===== src/rtl/isa_dec_pkg.sv =====
package isa_dec_pkg;

  typedef enum logic [3:0] {
    CL_NOP    = 4'd0,
    CL_SETHI  = 4'd1,
    CL_BRANCH = 4'd2,
    CL_CALL   = 4'd3,
    CL_ALU    = 4'd4,
    CL_JMPL   = 4'd5,
    CL_LDST   = 4'd6,
    CL_SPWR   = 4'd7,
    CL_ILL    = 4'd8
  } iclass_e;

  typedef enum logic [3:0] {
    OP_ADD   = 4'd0,
    OP_AND   = 4'd1,
    OP_OR    = 4'd2,
    OP_XOR   = 4'd3,
    OP_SUB   = 4'd4,
    OP_SUBCC = 4'd5,
    OP_SLL   = 4'd6,
    OP_SRL   = 4'd7,
    OP_SRA   = 4'd8,
    OP_SAVE  = 4'd9
  } aluop_e;

  localparam logic [4:0] LINK_REG = 5'd15;
  localparam logic [4:0] BR_ALWAYS = 5'd8;

  typedef struct packed {
    iclass_e    cls;
    aluop_e     op;
    logic [4:0] rd;
    logic [4:0] rs1;
    logic [4:0] rs2;
    logic       use_imm;
    logic       wide;
    logic       write_rd;
    logic       scratch;
    logic       discard;
    logic       ls_store;
    logic [1:0] ls_size;
    logic       ls_signed;
    logic [4:0] ls_index;
    logic       illegal;
  } dec_t;

endpackage


===== src/rtl/isa_dec_fields.sv =====
module isa_dec_fields #(
  parameter int unsigned XLEN = 64
) (
  input  logic [31:0]     instr_i,
  output logic [1:0]      major_o,
  output logic [2:0]      minor_fmt0_o,
  output logic [5:0]      minor_o,
  output logic [4:0]      rd_o,
  output logic [4:0]      rs1_o,
  output logic [4:0]      rs2_o,
  output logic            use_imm_o,
  output logic [XLEN-1:0] simm_o,
  output logic [XLEN-1:0] upper_o,
  output logic [XLEN-1:0] br_disp_o,
  output logic [XLEN-1:0] call_disp_o
);
  localparam int unsigned SIMM_W = 13;
  localparam int unsigned BR_W   = 22;

  assign major_o      = instr_i[31:30];
  assign rd_o         = instr_i[29:25];
  assign minor_fmt0_o = instr_i[24:22];
  assign minor_o      = instr_i[24:19];
  assign rs1_o        = instr_i[18:14];
  assign use_imm_o    = instr_i[13];
  assign rs2_o        = instr_i[4:0];

  assign simm_o      = {{(XLEN-SIMM_W){instr_i[SIMM_W-1]}}, instr_i[SIMM_W-1:0]};
  assign upper_o     = {{(XLEN-32){1'b0}}, instr_i[BR_W-1:0], 10'b0};
  assign br_disp_o   = {{(XLEN-BR_W-2){instr_i[BR_W-1]}}, instr_i[BR_W-1:0], 2'b00};
  assign call_disp_o = {{(XLEN-32){instr_i[29]}}, instr_i[29:0], 2'b00};
endmodule


===== src/rtl/isa_dec_arith.sv =====
module isa_dec_arith
  import isa_dec_pkg::*;
#(
  parameter int unsigned XLEN = 64
) (
  input  logic [5:0]      minor_i,
  input  logic [4:0]      rd_i,
  input  logic            mode32_i,
  input  logic [XLEN-1:0] simm_i,
  output logic            valid_o,
  output iclass_e         cls_o,
  output aluop_e          op_o,
  output logic            wide_o,
  output logic            scratch_o,
  output logic            write_rd_o,
  output logic [XLEN-1:0] imm_o
);
  localparam int unsigned WIDE_BIT = 12;

  logic rd_zero;
  assign rd_zero = (rd_i == '0);

  always_comb begin
    valid_o   = 1'b1;
    cls_o     = CL_ALU;
    op_o      = OP_ADD;
    wide_o    = 1'b0;
    scratch_o = 1'b0;
    imm_o     = simm_i;
    unique case (minor_i)
      6'd0, 6'd1, 6'd2, 6'd3, 6'd4: op_o = aluop_e'({1'b0, minor_i[2:0]});
      6'd20: op_o = OP_SUBCC;
      6'd60: op_o = OP_SAVE;
      6'd37, 6'd38, 6'd39: begin
        op_o   = (minor_i == 6'd37) ? OP_SLL : (minor_i == 6'd38) ? OP_SRL : OP_SRA;
        wide_o = simm_i[WIDE_BIT];
        imm_o  = wide_o ? {{(XLEN-6){1'b0}}, simm_i[5:0]} : {{(XLEN-5){1'b0}}, simm_i[4:0]};
        if (wide_o && mode32_i) valid_o = 1'b0;
      end
      6'd56: cls_o = CL_JMPL;
      6'd48: begin
        cls_o   = CL_SPWR;
        op_o    = OP_XOR;
        valid_o = (rd_i == 5'd0) || (rd_i == 5'd6) || (rd_i == 5'd23);
      end
      6'd50: begin
        cls_o   = CL_SPWR;
        op_o    = OP_XOR;
        valid_o = (rd_i == 5'd4) || (rd_i == 5'd6) || (rd_i == 5'd8);
      end
      default: valid_o = 1'b0;
    endcase
    // destination zero: compare/save/jump keep a scratch target, the rest vanish
    if (rd_zero && cls_o == CL_ALU) begin
      if (op_o == OP_SUBCC || op_o == OP_SAVE) scratch_o = 1'b1;
      else begin
        cls_o  = CL_NOP;
        op_o   = OP_ADD;
        wide_o = 1'b0;
      end
    end
    if (rd_zero && cls_o == CL_JMPL) scratch_o = 1'b1;
    write_rd_o = !rd_zero && (cls_o == CL_ALU || cls_o == CL_JMPL);
  end
endmodule


===== src/rtl/isa_dec_mem.sv =====
module isa_dec_mem (
  input  logic [5:0] minor_i,
  input  logic [4:0] rd_i,
  input  logic       use_imm_i,
  output logic       valid_o,
  output logic       store_o,
  output logic [1:0] size_o,
  output logic       signed_o,
  output logic [4:0] index_o,
  output logic       write_rd_o,
  output logic       discard_o
);
  always_comb begin
    valid_o  = 1'b1;
    store_o  = 1'b0;
    signed_o = 1'b0;
    size_o   = 2'd2;
    unique case (minor_i)
      6'd0:  size_o = 2'd2;
      6'd1:  size_o = 2'd0;
      6'd2:  size_o = 2'd1;
      6'd8:  begin size_o = 2'd2; signed_o = 1'b1; end
      6'd9:  begin size_o = 2'd0; signed_o = 1'b1; end
      6'd10: begin size_o = 2'd1; signed_o = 1'b1; end
      6'd11: size_o = 2'd3;
      6'd4:  begin size_o = 2'd2; store_o = 1'b1; end
      6'd5:  begin size_o = 2'd0; store_o = 1'b1; end
      6'd6:  begin size_o = 2'd1; store_o = 1'b1; end
      6'd14: begin size_o = 2'd3; store_o = 1'b1; end
      default: valid_o = 1'b0;
    endcase
    index_o    = {use_imm_i, store_o, size_o, signed_o};
    write_rd_o = !store_o && (rd_i != '0);
    discard_o  = !store_o && (rd_i == '0);
  end
endmodule


===== src/rtl/isa_field_decoder.sv =====
module isa_field_decoder
  import isa_dec_pkg::*;
#(
  parameter int unsigned XLEN = 64
) (
  input  logic            clk_i,
  input  logic            rst_ni,
  input  logic [31:0]     instr_i,
  input  logic            mode32_i,
  output logic [3:0]      class_o,
  output logic [3:0]      alu_op_o,
  output logic [4:0]      rd_o,
  output logic [4:0]      rs1_o,
  output logic [4:0]      rs2_o,
  output logic            use_imm_o,
  output logic [XLEN-1:0] imm_o,
  output logic            wide_shift_o,
  output logic            write_rd_o,
  output logic            scratch_dst_o,
  output logic            discard_o,
  output logic            ls_store_o,
  output logic [1:0]      ls_size_o,
  output logic            ls_signed_o,
  output logic [4:0]      ls_index_o,
  output logic            illegal_o
);
  logic [1:0]      major;
  logic [2:0]      minor0;
  logic [5:0]      minor;
  logic [4:0]      f_rd, f_rs1, f_rs2;
  logic            f_imm;
  logic [XLEN-1:0] simm, upper, br_disp, call_disp;

  isa_dec_fields #(.XLEN(XLEN)) u_fields (
    .instr_i(instr_i), .major_o(major), .minor_fmt0_o(minor0), .minor_o(minor),
    .rd_o(f_rd), .rs1_o(f_rs1), .rs2_o(f_rs2), .use_imm_o(f_imm),
    .simm_o(simm), .upper_o(upper), .br_disp_o(br_disp), .call_disp_o(call_disp)
  );

  logic            a_valid, a_wide, a_scratch, a_write;
  iclass_e         a_cls;
  aluop_e          a_op;
  logic [XLEN-1:0] a_imm;

  isa_dec_arith #(.XLEN(XLEN)) u_arith (
    .minor_i(minor), .rd_i(f_rd), .mode32_i(mode32_i), .simm_i(simm),
    .valid_o(a_valid), .cls_o(a_cls), .op_o(a_op), .wide_o(a_wide),
    .scratch_o(a_scratch), .write_rd_o(a_write), .imm_o(a_imm)
  );

  logic       m_valid, m_store, m_signed, m_write, m_discard;
  logic [1:0] m_size;
  logic [4:0] m_index;

  isa_dec_mem u_mem (
    .minor_i(minor), .rd_i(f_rd), .use_imm_i(f_imm),
    .valid_o(m_valid), .store_o(m_store), .size_o(m_size), .signed_o(m_signed),
    .index_o(m_index), .write_rd_o(m_write), .discard_o(m_discard)
  );

  dec_t            d, d_q;
  logic [XLEN-1:0] imm_d, imm_q;

  always_comb begin
    d         = '0;
    d.rd      = f_rd;
    d.rs1     = f_rs1;
    d.rs2     = f_rs2;
    d.use_imm = f_imm;
    imm_d     = '0;
    unique case (major)
      2'd0: begin
        if (minor0 == 3'd4) begin
          d.cls      = (f_rd == '0) ? CL_NOP : CL_SETHI;
          d.write_rd = (f_rd != '0);
          imm_d      = upper;
        end else if (minor0 == 3'd2 && f_rd == BR_ALWAYS) begin
          d.cls = CL_BRANCH;
          imm_d = br_disp;
        end else d.illegal = 1'b1;
      end
      2'd1: begin
        d.cls      = CL_CALL;
        d.rd       = LINK_REG;
        d.write_rd = 1'b1;
        imm_d      = call_disp;
      end
      2'd2: begin
        d.cls      = a_cls;
        d.op       = a_op;
        d.wide     = a_wide;
        d.scratch  = a_scratch;
        d.write_rd = a_write;
        d.illegal  = !a_valid;
        imm_d      = a_imm;
      end
      default: begin
        d.cls       = CL_LDST;
        d.ls_store  = m_store;
        d.ls_size   = m_size;
        d.ls_signed = m_signed;
        d.ls_index  = m_index;
        d.write_rd  = m_write;
        d.discard   = m_discard;
        d.illegal   = !m_valid;
        imm_d       = simm;
      end
    endcase
    if (d.illegal) begin
      d.cls = CL_ILL;
      d.op  = OP_ADD;
      {d.wide, d.write_rd, d.scratch, d.discard} = '0;
      {d.ls_store, d.ls_size, d.ls_signed, d.ls_index} = '0;
      imm_d = '0;
    end
  end

  always_ff @(posedge clk_i or negedge rst_ni) begin
    if (!rst_ni) begin
      d_q   <= '0;
      imm_q <= '0;
    end else begin
      d_q   <= d;
      imm_q <= imm_d;
    end
  end

  assign class_o       = d_q.cls;
  assign alu_op_o      = d_q.op;
  assign rd_o          = d_q.rd;
  assign rs1_o         = d_q.rs1;
  assign rs2_o         = d_q.rs2;
  assign use_imm_o     = d_q.use_imm;
  assign imm_o         = imm_q;
  assign wide_shift_o  = d_q.wide;
  assign write_rd_o    = d_q.write_rd;
  assign scratch_dst_o = d_q.scratch;
  assign discard_o     = d_q.discard;
  assign ls_store_o    = d_q.ls_store;
  assign ls_size_o     = d_q.ls_size;
  assign ls_signed_o   = d_q.ls_signed;
  assign ls_index_o    = d_q.ls_index;
  assign illegal_o     = d_q.illegal;

  assert_illegal_quiet_R14: assert property (@(posedge clk_i) disable iff (!rst_ni)
    illegal_o |-> (class_o == CL_ILL && !write_rd_o && imm_o == '0 && ls_index_o == '0));
  assert_no_zero_write_R8: assert property (@(posedge clk_i) disable iff (!rst_ni)
    write_rd_o |-> (rd_o != '0));
  assert_scratch_excl_R8: assert property (@(posedge clk_i) disable iff (!rst_ni)
    scratch_dst_o |-> (!write_rd_o && rd_o == '0));
  assert_call_link_R5: assert property (@(posedge clk_i) disable iff (!rst_ni)
    (class_o == CL_CALL) |-> (rd_o == LINK_REG && write_rd_o));
  assert_discard_load_R12: assert property (@(posedge clk_i) disable iff (!rst_ni)
    discard_o |-> (class_o == CL_LDST && !ls_store_o && !write_rd_o));
  assert_index_only_mem_R11: assert property (@(posedge clk_i) disable iff (!rst_ni)
    (class_o != CL_LDST) |-> (ls_index_o == '0 && !ls_store_o));
  assert_wide_is_shift_R7: assert property (@(posedge clk_i) disable iff (!rst_ni)
    wide_shift_o |-> (class_o == CL_ALU && alu_op_o >= OP_SLL && alu_op_o <= OP_SRA));
endmodule


===== config.mk =====
export PLATFORM = sky130hd
export DESIGN_NAME = isa_field_decoder
export DESIGN_NICKNAME = d
export VERILOG_FILES = /design/src/rtl/isa_dec_pkg.sv /design/src/rtl/isa_dec_fields.sv /design/src/rtl/isa_dec_arith.sv /design/src/rtl/isa_dec_mem.sv /design/src/rtl/isa_field_decoder.sv
export SDC_FILE = /design/constraint.sdc
export NUM_CORES = 1
export LEC_CHECK = 0
export BUFFER_PORTS_ARGS = -buffer_cell sky130_fd_sc_hd__clkbuf_2
export CAP_MARGIN = 5
export CORE_MARGIN = 2
export CORE_UTILIZATION = 43
export CTS_CLUSTER_DIAMETER = 40
export DETAILED_ROUTE_END_ITERATION = 16
export PLACE_DENSITY = 0.74
export SKIP_CTS_REPAIR_TIMING = 1
export SYNTH_ARGS = -nofsm -noshare
export SYNTH_HDL_FRONTEND = slang
export SYNTH_SLANG_ARGS = --single-unit

===== constraint.sdc =====
create_clock -name clk_i -period 0.91 [get_ports clk_i]
set_input_delay 0.0455 -clock clk_i [delete_from_list [all_inputs] [get_ports clk_i]]
set_output_delay 0.0455 -clock clk_i [all_outputs]
set_load 0.03 [all_outputs]

Yosys cells after proc, flatten, opt, wreduce, memory -nomap -nowiden
Cells that the tools add are included.
{ "word_totals": {"register_bits": 102, "in_bits": 35, "out_inout_bits": 102, "wordCells": 122} }
{ "classes": {"n_eq_ne": 32, "n_mux": 42, "n_reduce_logical": 32} }
{ "op_table": {"columns": ["op", "count"], "rows": [
  ["2-to-1 mux 64 bit", 4],
  ["case mux 64 bit (3 select lines)", 1],
  ["equality test 6 bit, second input constant", 7],
  ["equality test 6 x 4 -> 1 bit, second input constant", 5],
  ["2-to-1 mux 4 bit", 6],
  ["case mux 4 bit (5 select lines)", 1],
  ["equality test 6 x 3 -> 1 bit, second input constant", 3],
  ["2-to-1 mux 1 bit", 16],
  ["OR reduction 3 bit", 5],
  ["2-to-1 mux 13 bit", 1],
  ["equality test 4 x 3 -> 1 bit, second input constant", 3],
  ["equality test 6 x 2 -> 1 bit, second input constant", 2],
  ["case mux 4 bit (3 select lines)", 1],
  ["OR reduction 11 bit", 1],
  ["equality test 5 x 3 -> 1 bit, second input constant", 2],
  ["2-to-1 mux 10 bit", 1],
  ["2-to-1 mux 8 bit", 1],
  ["OR reduction 8 bit", 1],
  ["logical AND 1 bit", 7],
  ["equality test 3 bit, second input constant", 2],
  ["equality test 6 x 1 -> 1 bit, second input constant", 1],
  ["equality test 6 x 5 -> 1 bit, second input constant", 1],
  ["zero test 6 bit", 1],
  ["logical OR 1 bit", 6],
  ["21 further kinds", 27]
]} }

Logic depth before layout (Yosys ltp)
Gate-level depths: netlist (run 1).
{ "logic_depth": {"word_depth": 13, "mapped_depth": 8, "depth_no_buf": 5} }

Modules after synthesis
From an unflattened synthesis (run 1), not the netlist that was laid out.
{ "hier_totals": {"cells_unflattened": 1031, "hier_area_um2": 8961.1} }
{ "modules_own_cells": {"columns": ["module", "n_inst", "cells_per_inst", "area_per_inst_um2", "seq_area_each_um2"], "rows": [
  ["isa_field_decoder", 1, 586, 5830.6, 2552.4],
  ["isa_dec_fields", 1, 284, 2128.3, 0.0],
  ["isa_dec_arith", 1, 140, 852.1, 0.0],
  ["isa_dec_mem", 1, 21, 150.1, 0.0]
]} }

Worst setup path before layout (run 1)
No wires, ideal clock.
{ "synth_path": {"path_type": "input to register", "startpoint": "input port instr_i[20]", "endpoint": "register imm_q[12], in the netlist imm_o[12]", "setup_time_ps": 82, "arrival_time_ps": 1434, "required_time_ps": 828, "setup_slack_ps": -606, "stages": 8, "path_buffers": 3, "path_cell_list": "buf_6 > or2_1 > buf_2 > a2111o_1 > nand4_2 > o211ai_2 > buf_6 > a31oi_1"} }
{ "synth_via": {"elab_chain_cells": 6, "elab_cells_between_ends": 31, "classes_between": "eq/ne: 19; mux: 6; reduce/logical: 6"} }
{ "synth_lines": {"columns": ["element", "line", "text"], "rows": [
  ["from (decl)", "isa_field_decoder.sv:8", "input logic [31:0] instr_i,"],
  ["equality test 6 bit (tied with other cells)", "isa_dec_arith.sv:30", "unique case (minor_i)"],
  ["OR reduction 8 bit (no source line) (tied with other cells)", null, null],
  ["case mux 1 bit (4 select lines) / 2-to-1 mux 1 bit (equally long branches)", "isa_dec_arith.sv:30, isa_dec_mem.sv:18", null],
  ["zero test 1 bit, on equally long branches", "isa_field_decoder.sv:94, isa_field_decoder.sv:105", null],
  ["case mux 1 bit (3 select lines)", "isa_field_decoder.sv:71", "unique case (major)"],
  ["2-to-1 mux 64 bit *", "isa_field_decoder.sv:109", "if (d.illegal) begin"],
  ["net imm_d[12]", "isa_field_decoder.sv:62", "logic [XLEN-1:0] imm_d, imm_q;"],
  ["to (signal assigned)", "isa_field_decoder.sv:124", "imm_q <= imm_d;"],
  ["to (decl)", "isa_field_decoder.sv:62", null]
]} }
The timed path passes the listed nets; every way through them passes the cells marked *.

Worst setup path after layout (run 1)
{ "layout_path": {"startpoint": "input port instr_i[25]", "endpoint": "register imm_q[26], in the netlist imm_o[26]"} }
{ "layout_via": {"elab_chain_cells": 7, "elab_cells_between_ends": 19, "classes_between": "eq/ne: 4; mux: 8; reduce/logical: 7"} }
{ "layout_lines": {"columns": ["element", "line", "text"], "rows": [
  ["equality test 5 x 3 -> 1 bit (tied with other cells)", "isa_dec_arith.sv:49", "valid_o = (rd_i == 5'd4) || (rd_i == 5'd6) || (rd_i == 5'd8);"],
  ["logical OR 1 bit, on equally long branches (2 in series)", "isa_dec_arith.sv:49, isa_dec_arith.sv:44", null],
  ["case mux 1 bit (4 select lines)", "isa_dec_arith.sv:30", null],
  ["zero test 1 bit", "isa_field_decoder.sv:94", "d.illegal = !a_valid;"],
  ["case mux 1 bit (3 select lines)", "isa_field_decoder.sv:71", null],
  ["2-to-1 mux 64 bit *", "isa_field_decoder.sv:109", null],
  ["net imm_d[26]", "isa_field_decoder.sv:62", null]
]} }
Marks and branches as above.

==> results of run 1 <==
metal layers:
layer,GRT usage [%],up-vias
li1,-,1550
met1,28.7,1827
met2,36.2,289
met3,5.06,82
met4,8.59,0
met5,0,-
synthesized netlist by cell type, drive strengths merged, types with 4 or more instances:
cell type / number / share of area, %
nand3: 5 / 0.76
and2: 4 / 0.76
o21ai: 17 / 2.9
nand2b: 7 / 1.3
a21oi: 9 / 1.4
a31oi: 20 / 4.0
clkbuf: 14 / 1.6
nand2: 46 / 5.2
a22oi: 5 / 1.1
a21boi: 4 / 0.91
nor3b: 4 / 0.91
inv: 8 / 0.91
nor4: 5 / 1.3
dfrtp: 66 / 50
buf: 45 / 10
o31ai: 4 / 0.91
nor2: 29 / 3.3
state kept, by name, indices dropped and copies added, names as in the netlist:
name	count
alu_op_o	4
imm_o	33
discard_o	1
rs2_o	5
class_o	4
write_rd_o	1
scratch_dst_o	1
rd_o	5
wide_shift_o	1
use_imm_o	1
ls_index_o	5
rs1_o	5
layout make-up:
cell class	instances	area, um^2
clock buffers	9	124
clock inverters	7	77.6
fillers	303	1120
inverters	8	30.0
multi-input cells	206	1740
flip-flops and latches	66	1660
well taps	99	124
repair buffers	246	2460
through the flow:
stage / setup slack (ns) / utilization, % / cells
6_report: -0.528 / 84.7 / 641
5_1_grt: -0.533 / 84.7 / 641
4_1_cts: -0.409 / 62.7 / 605
3_5_place_dp: -0.772 / 60.0 / 589
3_3_place_gp: -0.695 / 60.0 / 589
2_1_floorplan: -0.535 / - / 338
power by group:
group	internal [W]	switching (W)
Sequential	0.00312	0.000120
Clock	0.00129	0.00128
Combinational	0.00137	0.00172
Total	0.00578	0.00312
cells by family (layout without fill, tap and decap cells):
group / after synthesis / after routing / share of synthesized area [%]
simple gates: 121 / 122 / 18.9
compound gates: 78 / 78 / 16.4
buf+inv: 67 / 270 / 12.8
flops: 66 / 66 / 50.2
xor+xnor: 3 / 3 / 0.799
mux: 3 / 3 / 0.951
worst max path at each step:
stage	cells after the start	endpoint	startpoint	slack (ns)
final	7	imm_o[26]$_DFF_PN0_	instr_i[25]	-0.53
after global routing	7	imm_o[26]$_DFF_PN0_	instr_i[25]	-0.53
after CTS	7	imm_o[24]$_DFF_PN0_	instr_i[22]	-0.41
after global placement	7	imm_o[2]$_DFF_PN0_	instr_i[29]	-0.69
after detailed placement	7	imm_o[24]$_DFF_PN0_	instr_i[22]	-0.77
after floorplan	8	imm_o[12]$_DFF_PN0_	instr_i[20]	-0.53
==> reports/qor.yml, run 1 <==
run_status:
  run_status: "complete, but fails checks"
  violations: "negative setup slack"
worst_setup_path:
  start_kind: "input pin"
  critPathCaptureType: "flip-flop"
  cpMaxStageDelayCell: "or3b_1"
  path_buf_inv: 2
  critPathTopFamily: "simple AND/OR/NAND/NOR gates"
  worst-path-max-fanout: 5
  required_ns: 1.16
  critPathKind: "input pin to flip-flop"
  arrival_ns: 1.68
  cpPeakStageDelay_ns: 0.40
  crit_chain: "buf_8 -> or3b_1 -> nor4_2 -> a22o_4 -> o211ai_4 -> buf_6 -> a31oi_1"
sta:
  rsz0062_at_grt: "true"
  max_freq_mhz: 695
  drv_slew: 0
  hold_ws_ns: 0.0315
  finalSetupViolCount: 137
  fin_ws_ns: -0.528
  finalCritPeriodShare_pct: 158
  max_slew_margin_pct: 72.8
  tightestPinTransition_ns: 0.407
  finalHoldViolations: 0
  tns_ns: -29.27
  min_period_ns: 1.44
floorplanning:
  core_um2: 7330
  fp-row-count: 31
  initial_core_util_pct: 44.9
  dieWidth_um: 91.5
  die-area_um2: 8370
  die_h_um: 91.5
  num_io_pins: 137
clocking:
  cts_sinks: 66
  cts_tree: "done"
  h-tree-depth: 3
  clockBufferDepth: 2
  worst_setup_hold_path_clk_slew_ns: 0.08
  clockRootBuffer: "clkbuf_8"
  cts_made_buffers: 9
global_route:
  grt_max_degree: 33
  grt_pass1_vias: 2963
  gr-total-overflow: 0
  grt_pass1_wl_um: 14500
  antenna_found_initial: 0
  grt_util_all_layers_pct: 22.2
hold_path:
  hold_end: "imm_o[13]$_DFF_PN0_"
  min-delay-start: "instr_i[11]"
  min_path_type: "input pin to flip-flop"
  whs_path_depth: 3
drt:
  wl_met2_um: 7250
  ant_nets: 0
  wire_per_inst_um: 22.6
  dr_wl_met3_um: 1030
  routed.top_layer: "met4"
  via_count: 3748
  drt_iter0_markers: 405
  vias_per_cell: 5.85
  wl_met1_um: 5270
  drt-total-wl_um: 14500
  drt-pass1-iter-count: 8
  drc: 0
cells_and_area:
  drive_above_1_share_pct: 58.5
  diodes: 0
  final_common_cell: "buf_6"
  nNetsFinal: 572
  fin_area_um2: 6210
  area_delta_synth_final_pct: 88.8
  layout_common_cells: "buf_6, buf_4, dfrtp_1"
synthesis:
  ys_ff_latch: 66
  syn_nets: 373
  netlist_instances: 338
  ys_types: 57
  synth_area_um2: 3290
  synth_ff_type: "dfrtp_1"
  ys_warn_count: 0
  avgSynthCellArea_um2: 9.73
  synth-edff-count: 0
  ys_seq_area_share_pct: 50.2
  async_reset_ff_share_pct: 100
placement:
  gp_congestion: 0.909
  portBuffers: 136
  dpl_cell_area_um2: 4400
  hpwl_um: 7040
pwr:
  peakVddDrop_mv: 0.765
  power.density_nw_per_um2: 1430
  p_total_w: 0.00890
  p_leak_nw: 2.81
run:
  drv_cap: 0
Power figures use the tool's default switching activity.
==> inputs of run 2 (changes only) <==
==> constraint.sdc (replaced) <==
create_clock -name clk_i -period 0.91 [get_ports clk_i]
set_input_delay 0.0455 -clock clk_i [delete_from_list [all_inputs] [get_ports clk_i]]
set_output_delay 0.0455 -clock clk_i [all_outputs]
set_load 0.1 [all_outputs]
==> reports/qor.yml, run 2 <==
floorplanning:
  dieWidth_um: 91.5
  num_io_pins: 137
  die_h_um: 91.5
  initial_core_util_pct: 44.9
  fp-row-count: 31
synthesis:
  synthTopCellsByCount: "dfrtp_1, nand2_1, buf_4, nor2_1, a31oi_1"
  synth.top_cells.by_area: "dfrtp_1, buf_4, nand2_1, a31oi_1, nor2_1"
  synth-edff-count: 0
  ys_warn_count: 0
  synthSimpleGateAreaFrac_pct: 18.9
  async_reset_ff_share_pct: 100
  ys_ff_latch: 66
  avgSynthCellArea_um2: 9.73
  syn_nets: 373
  ys_types: 57
  synth_compound_area_share_pct: 16.4
  synth_xor_area_share_pct: 0.799
  ys_seq_area_share_pct: 50.2
  synth_ff_type: "dfrtp_1"
  synth_fa_ha_area_share_pct: 0
  synth.most_common_cell: "dfrtp_1"
  synth_area_um2: 3290
  yosysTopAreaCell: "dfrtp_1"
  synth_top_family_by_area: "simple AND/OR/NAND/NOR gates"
  synth_top_area_share_pct: 50.2
  netlist_instances: 338
  synth.mux.area_fraction_pct: 0.951
placement:
  portBuffers: 136
  placed_cells: 589
  hpwl_um: 9390
  gp_congestion: 1.02
run_status:
  run_status: "stopped before the end"
  haltStage: "global routing"
  error_line: "[ERROR DPL-0038] Utilization greater than 100%, impossible to legalize"
clocking:
  h-tree-depth: 3
  cts_made_buffers: 9
  clockRootBuffer: "clkbuf_8"
  cts_sinks: 66
  clockBufferDepth: 2
sta:
  worst_endpoint: "imm_o[48]"
  worst-ep-kind: "primary output"
global_route:
  grt_max_degree: 67
==> run 2: cell counts after synthesis <==
No cell type changed its count.
==> run 2: cell families after synthesis <==
family | Yosys count
AOI/OAI and AO/OA | 78
xor gates and xnor gates | 3
buffers and inverters | 67
DFF | 66
muxes | 3
and+or+nand+nor | 121
==> run 2: per-stage QoR <==
step	TNS (ns)	hold slack (ns)	utilization (%)	cell area (um^2)	worst slack, ns
floorplan	-34.66	-0.250	-	3760	-0.560
global placement	-32.02	0.0762	82.5	6040	-0.667
detailed placement	-35.99	0.0788	82.5	6040	-0.851
CTS	-37.84	-0.292	85.4	6260	-0.504
==> inputs of run 3 (changes only) <==
--- a/config.mk
+++ b/config.mk
@@ -8,10 +8,9 @@
 export BUFFER_PORTS_ARGS = -buffer_cell sky130_fd_sc_hd__clkbuf_2
 export CAP_MARGIN = 5
 export CORE_MARGIN = 2
-export CORE_UTILIZATION = 43
-export CTS_CLUSTER_DIAMETER = 40
+export CORE_UTILIZATION = 35
 export DETAILED_ROUTE_END_ITERATION = 16
-export PLACE_DENSITY = 0.74
+export PLACE_DENSITY_LB_ADDON = 0.15
 export SKIP_CTS_REPAIR_TIMING = 1
 export SYNTH_ARGS = -nofsm -noshare
 export SYNTH_HDL_FRONTEND = slang
==> constraint.sdc (replaced) <==
create_clock -name clk_i -period 1.2 [get_ports clk_i]
set_input_delay 0.06 -clock clk_i [delete_from_list [all_inputs] [get_ports clk_i]]
set_output_delay 0.06 -clock clk_i [all_outputs]
set_load 0.1 [all_outputs]
==> reports/qor.yml, run 3 (same netlist as run 1, synthesis figures left out) <==
clocking:
  cts_sinks: 66
  cts_made_buffers: 9
  h-tree-depth: 3
  clockRootBuffer: "clkbuf_8"
  cts_tree: "done"
  worst_setup_hold_path_clk_slew_ns: 0.07
  clockBufferDepth: 2
cells_and_area:
  fin_area_um2: 6310
  nNetsFinal: 564
  diodes: 0
  area_delta_synth_final_pct: 92.0
  layout_common_cells: "buf_4, dfrtp_1, buf_12"
  largest_reg_flops: 33
  drive_above_1_share_pct: 56.6
  final_common_cell: "buf_4"
  stdcell_count: 645
drt:
  vias_per_cell: 5.10
  drt-total-wl_um: 11400
  drt-pass1-iter-count: 5
  drt_iter0_markers: 133
  drc: 0
  wire_per_inst_um: 17.7
  ant_nets: 0
  via_count: 3290
worst_setup_path:
  critPathKind: "flip-flop to primary output"
  critPathTopFamily: "flip-flops"
  worst-path-max-fanout: 12
  start_kind: "flip-flop"
  cpMaxStageDelayCell: "dfrtp_4"
  cp_common_cell: "buf_12"
  crit_chain: "buf_12 -> buf_12"
  path_buf_inv: 2
  critPathCaptureType: "primary output"
  required_ns: 1.14
  crit_cells: 2
  cpPeakStageDelay_ns: 0.54
  arrival_ns: 1.25
run_status:
  violations: "negative setup slack"
  run_status: "complete, but fails checks"
floorplanning:
  core_um2: 9200
  die_h_um: 101
  num_io_pins: 137
  die-area_um2: 10200
  fp-row-count: 35
  dieWidth_um: 101
  initial_core_util_pct: 35.8
placement:
  placed_cells: 602
  gp_congestion: 0.859
  pre_cts_slack_ns: -0.458
  dpl_cell_area_um2: 5320
  portBuffers: 136
  hpwl_um: 7610
pwr:
  peakVddDrop_mv: 0.656
  p_total_w: 0.00837
  power.density_nw_per_um2: 1330
  p_leak_nw: 2.85
sta:
  finalHoldViolations: 0
  rsz0062_at_grt: "true"
  fin_ws_ns: -0.112
  drv_slew: 0
  max_freq_mhz: 762
  max_slew_margin_pct: 66.6
  finalSetupViolCount: 54
  tightestPinTransition_ns: 0.494
  finalCritPeriodShare_pct: 109
  min_period_ns: 1.31
global_route:
  grt_pass1_wl_um: 15400
  gr-total-overflow: 0
  antenna_found_initial: 0
  grt_use_met1_pct: 26.9
  grt-busiest-layer: "met2"
  grt_max_degree: 67
  use_met2_pct: 31.2
  grt_pass1_vias: 2974
  grtUsageMet3_pct: 4.16
  grt_util_all_layers_pct: 19.8
hold_path:
  whs_path_depth: 3
  hold_end: "imm_o[18]$_DFF_PN0_"
  min_path_type: "input pin to flip-flop"
  min-delay-start: "instr_i[8]"
run:
  drv_cap: 0
-- run 3: final cells by class --
type                    count  area [um^2]
fillers                   667         2880
repair buffers            239         2610
flip-flops and latches     66         1660
multi-input cells         205         1620
well taps                 111          139
clock buffers              10          138
clock inverters             6          114
inverters                   8         30.0
-- run 3: worst max-delay path by stage --
stage,from,to,slack [ns]
after floorplan,instr_i[20],imm_o[12]$_DFF_PN0_,-0.26
after global placement,instr_i[29],alu_op_o[0]$_DFF_PN0_,-0.42
after detailed placement,instr_i[22],imm_o[3]$_DFF_PN0_,-0.46
after CTS,imm_o[62]$_DFF_PN0_,imm_o[39],-0.14
after global routing,imm_o[62]$_DFF_PN0_,imm_o[57],-0.16
final,imm_o[62]$_DFF_PN0_,imm_o[61],-0.11
-- run 3: layer usage --
layer  part of all wire [%]  vias to the layer above
li1                       -                     1529
met2                     51                      149
met3                    6.1                       19
met4                    1.9                        0
met1                     41                     1593
met5                      0                        -
-- run 3: metrics by stage --
stage / TNS (ns) / hold WS (ns) / utilization [%]
after global routing: -6.15 / -0.0101 / 68.7
final: -4.27 / 0.0159 / 68.7
after detailed placement: -18.59 / 0.105 / 57.9
after CTS: -6.11 / -0.274 / 60.6
after floorplan: -8.34 / -0.236 / -
after global placement: -17.86 / 0.0973 / 57.9
-- run 3: report_power, final --
part / leakage [nW] / switching (W) / internal [W]
combinational: 1.89 / 0.00250 / 0.00113
clock: 0.119 / 0.000877 / 0.00144
sequential: 0.839 / 0.0000638 / 0.00236
total: 2.85 / 0.00344 / 0.00494
==> inputs of run 4 (changes only) <==
--- a/config.mk
+++ b/config.mk
@@ -5,6 +5,7 @@
 export SDC_FILE = /design/constraint.sdc
 export NUM_CORES = 1
 export LEC_CHECK = 0
+export ABC_AREA = 1
 export BUFFER_PORTS_ARGS = -buffer_cell sky130_fd_sc_hd__clkbuf_2
 export CAP_MARGIN = 5
 export CORE_MARGIN = 2
==> reports/qor.yml, run 4 <==
worst_setup_path:
  crit_path_start: "imm_o[62]$_DFF_PN0_"
  required_ns: 1.14
  critPathKind: "flip-flop to primary output"
  arrival_ns: 1.26
  start_kind: "flip-flop"
  worst-path-max-fanout: 10
  critPathCaptureType: "primary output"
cells_and_area:
  diodes: 0
  fill_cells: 820
  nNetsFinal: 693
  drive_above_1_share_pct: 47.5
  final_common_cell: "buf_4"
  largest_reg_flops: 33
  regArea_um2: 1660
  area_delta_synth_final_pct: 79.5
  layout_common_cells: "buf_4, nand2_1, buf_12"
  multi_input_area_um2: 1500
clocking:
  cts_sinks: 66
  cts_tree: "done"
  worst_setup_hold_path_clk_slew_ns: 0.08
  clockBufferDepth: 2
  cts_made_buffers: 9
  clockRootBuffer: "clkbuf_8"
  h-tree-depth: 3
sta:
  rsz0062_at_grt: "true"
  tightestPinTransition_ns: 0.366
  finalHoldViolations: 2
  hold_ws_ns: -0.00966
  min_period_ns: 1.32
  drv_slew: 0
  max_freq_mhz: 757
  finalSetupViolCount: 32
  max_slew_margin_pct: 75.3
  fin_ws_ns: -0.121
  finalCritPeriodShare_pct: 110
pwr:
  p_total_w: 0.00840
  combPwrFrac_pct: 45.4
  clock_power_share_pct: 25.4
  power_frac_seq_pct: 29.2
  power_switching_w: 0.00363
  peakVddDrop_mv: 0.810
  p_leak_nw: 3.27
  power.density_nw_per_um2: 1310
  swShare_pct: 43.1
  internal_power_w: 0.00478
global_route:
  gr-total-overflow: 0
  grt_pass1_wl_um: 18500
  antenna_found_initial: 0
  grt_max_degree: 67
  grt_util_all_layers_pct: 21.3
  grt_pass1_vias: 3595
drt:
  drt-total-wl_um: 11700
  vias_per_cell: 4.61
  drt-pass1-iter-count: 5
  drt_iter0_markers: 228
  via_count: 3666
  ant_nets: 0
  wire_per_inst_um: 14.7
  drc: 0
floorplanning:
  dieWidth_um: 105
  fp-row-count: 36
  die_h_um: 105
  die-area_um2: 11100
  num_io_pins: 137
  core_um2: 9860
  initial_core_util_pct: 36.3
synthesis:
  syn_nets: 486
  synth.most_common_cell: "nand2_1"
  synth_top_area_share_pct: 46.1
  synth.top_cells.by_area: "dfrtp_1, nand2_1, buf_4, nor2_1, inv_1"
  ys_types: 31
  avgSynthCellArea_um2: 7.95
  ys_warn_count: 0
  synth_area_um2: 3580
  ys_seq_area_share_pct: 46.1
  ys_ff_latch: 66
  synthTopCellsByCount: "nand2_1, dfrtp_1, nor2_1, buf_4, inv_1"
  async_reset_ff_share_pct: 100
  netlist_instances: 451
  synth_ff_type: "dfrtp_1"
  synth-edff-count: 0
  yosysTopAreaCell: "dfrtp_1"
run_status:
  violations: "negative hold slack, negative setup slack"
  run_status: "complete, but fails checks"
placement:
  portBuffers: 136
  gp_congestion: 0.894
  hpwl_um: 9050
hold_path:
  min-delay-start: "instr_i[8]"
  min_path_type: "input pin to flip-flop"
run:
  drv_cap: 0
[run 4: per-layer routing]
layer / global-route usage [%] / part of all wire (%)
met1: 27.9 / 45
met2: 34.7 / 48
met3: 4.62 / 5.4
met4: 7.62 / 1.9
met5: 0 / 0
[run 4: layout make-up]
type	instances	share of cell area, %
timing repair buffer	246	41.6
sequential	66	25.8
timing repair inverter	1	0.253
inverter	45	2.90
clock buffer	10	2.14
clock inverter	6	1.38
multi-input combinational	289	23.3
tap	133	2.59
[run 4: final timing paths]
path                                      endpoint  depth (start not counted)  slack (ns)
min in group asynchronous    alu_op_o[2]$_DFF_PN0_                          3        0.22
min                            imm_o[10]$_DFF_PN0_                          3       -0.01
max in group asynchronous  ls_index_o[3]$_DFF_PN0_                          3        0.62
max                                      imm_o[54]                          2       -0.12
[run 4: cells by family (layout without fill, tap and decap cells)]
logic type	Yosys count	after routing	share of synthesized area, %
AOI/OAI and AO/OA	62	62	10.7
buffers and inverters	96	308	15.0
DFF	66	66	46.1
and+or+nand+nor	227	227	28.1
[run 4: stage by stage]
stage | area [um^2] | worst slack (ns) | TNS, ns | utilization [%] | cells
2_1_floorplan | 3670 | -0.00788 | -0.0518 | - | 451
4_1_cts | 6150 | -0.181 | -5.10 | 62.3 | 780
6_report | 6430 | -0.121 | -3.58 | 65.2 | 796
5_1_grt | 6430 | -0.153 | -4.44 | 65.2 | 796
3_5_place_dp | 5920 | -0.410 | -15.74 | 60.0 | 764
3_3_place_gp | 5920 | -0.366 | -15.61 | 60.0 | 764
[run 4: worst max-delay path, cell delays in order, from the launching register on]
cell     delay [ns]
dfrtp_4        0.54
buf_8          0.19
buf_12         0.17
[run 4: power groups by stage]
stage                     registers, W  logic (W)  clock network [W]
after floorplan                0.00357    0.00139                  0
after global placement         0.00249    0.00368                  0
after detailed placement       0.00249    0.00370                  0
after CTS                      0.00245    0.00371            0.00218
after global routing           0.00247    0.00396            0.00226
final                          0.00245    0.00381            0.00214
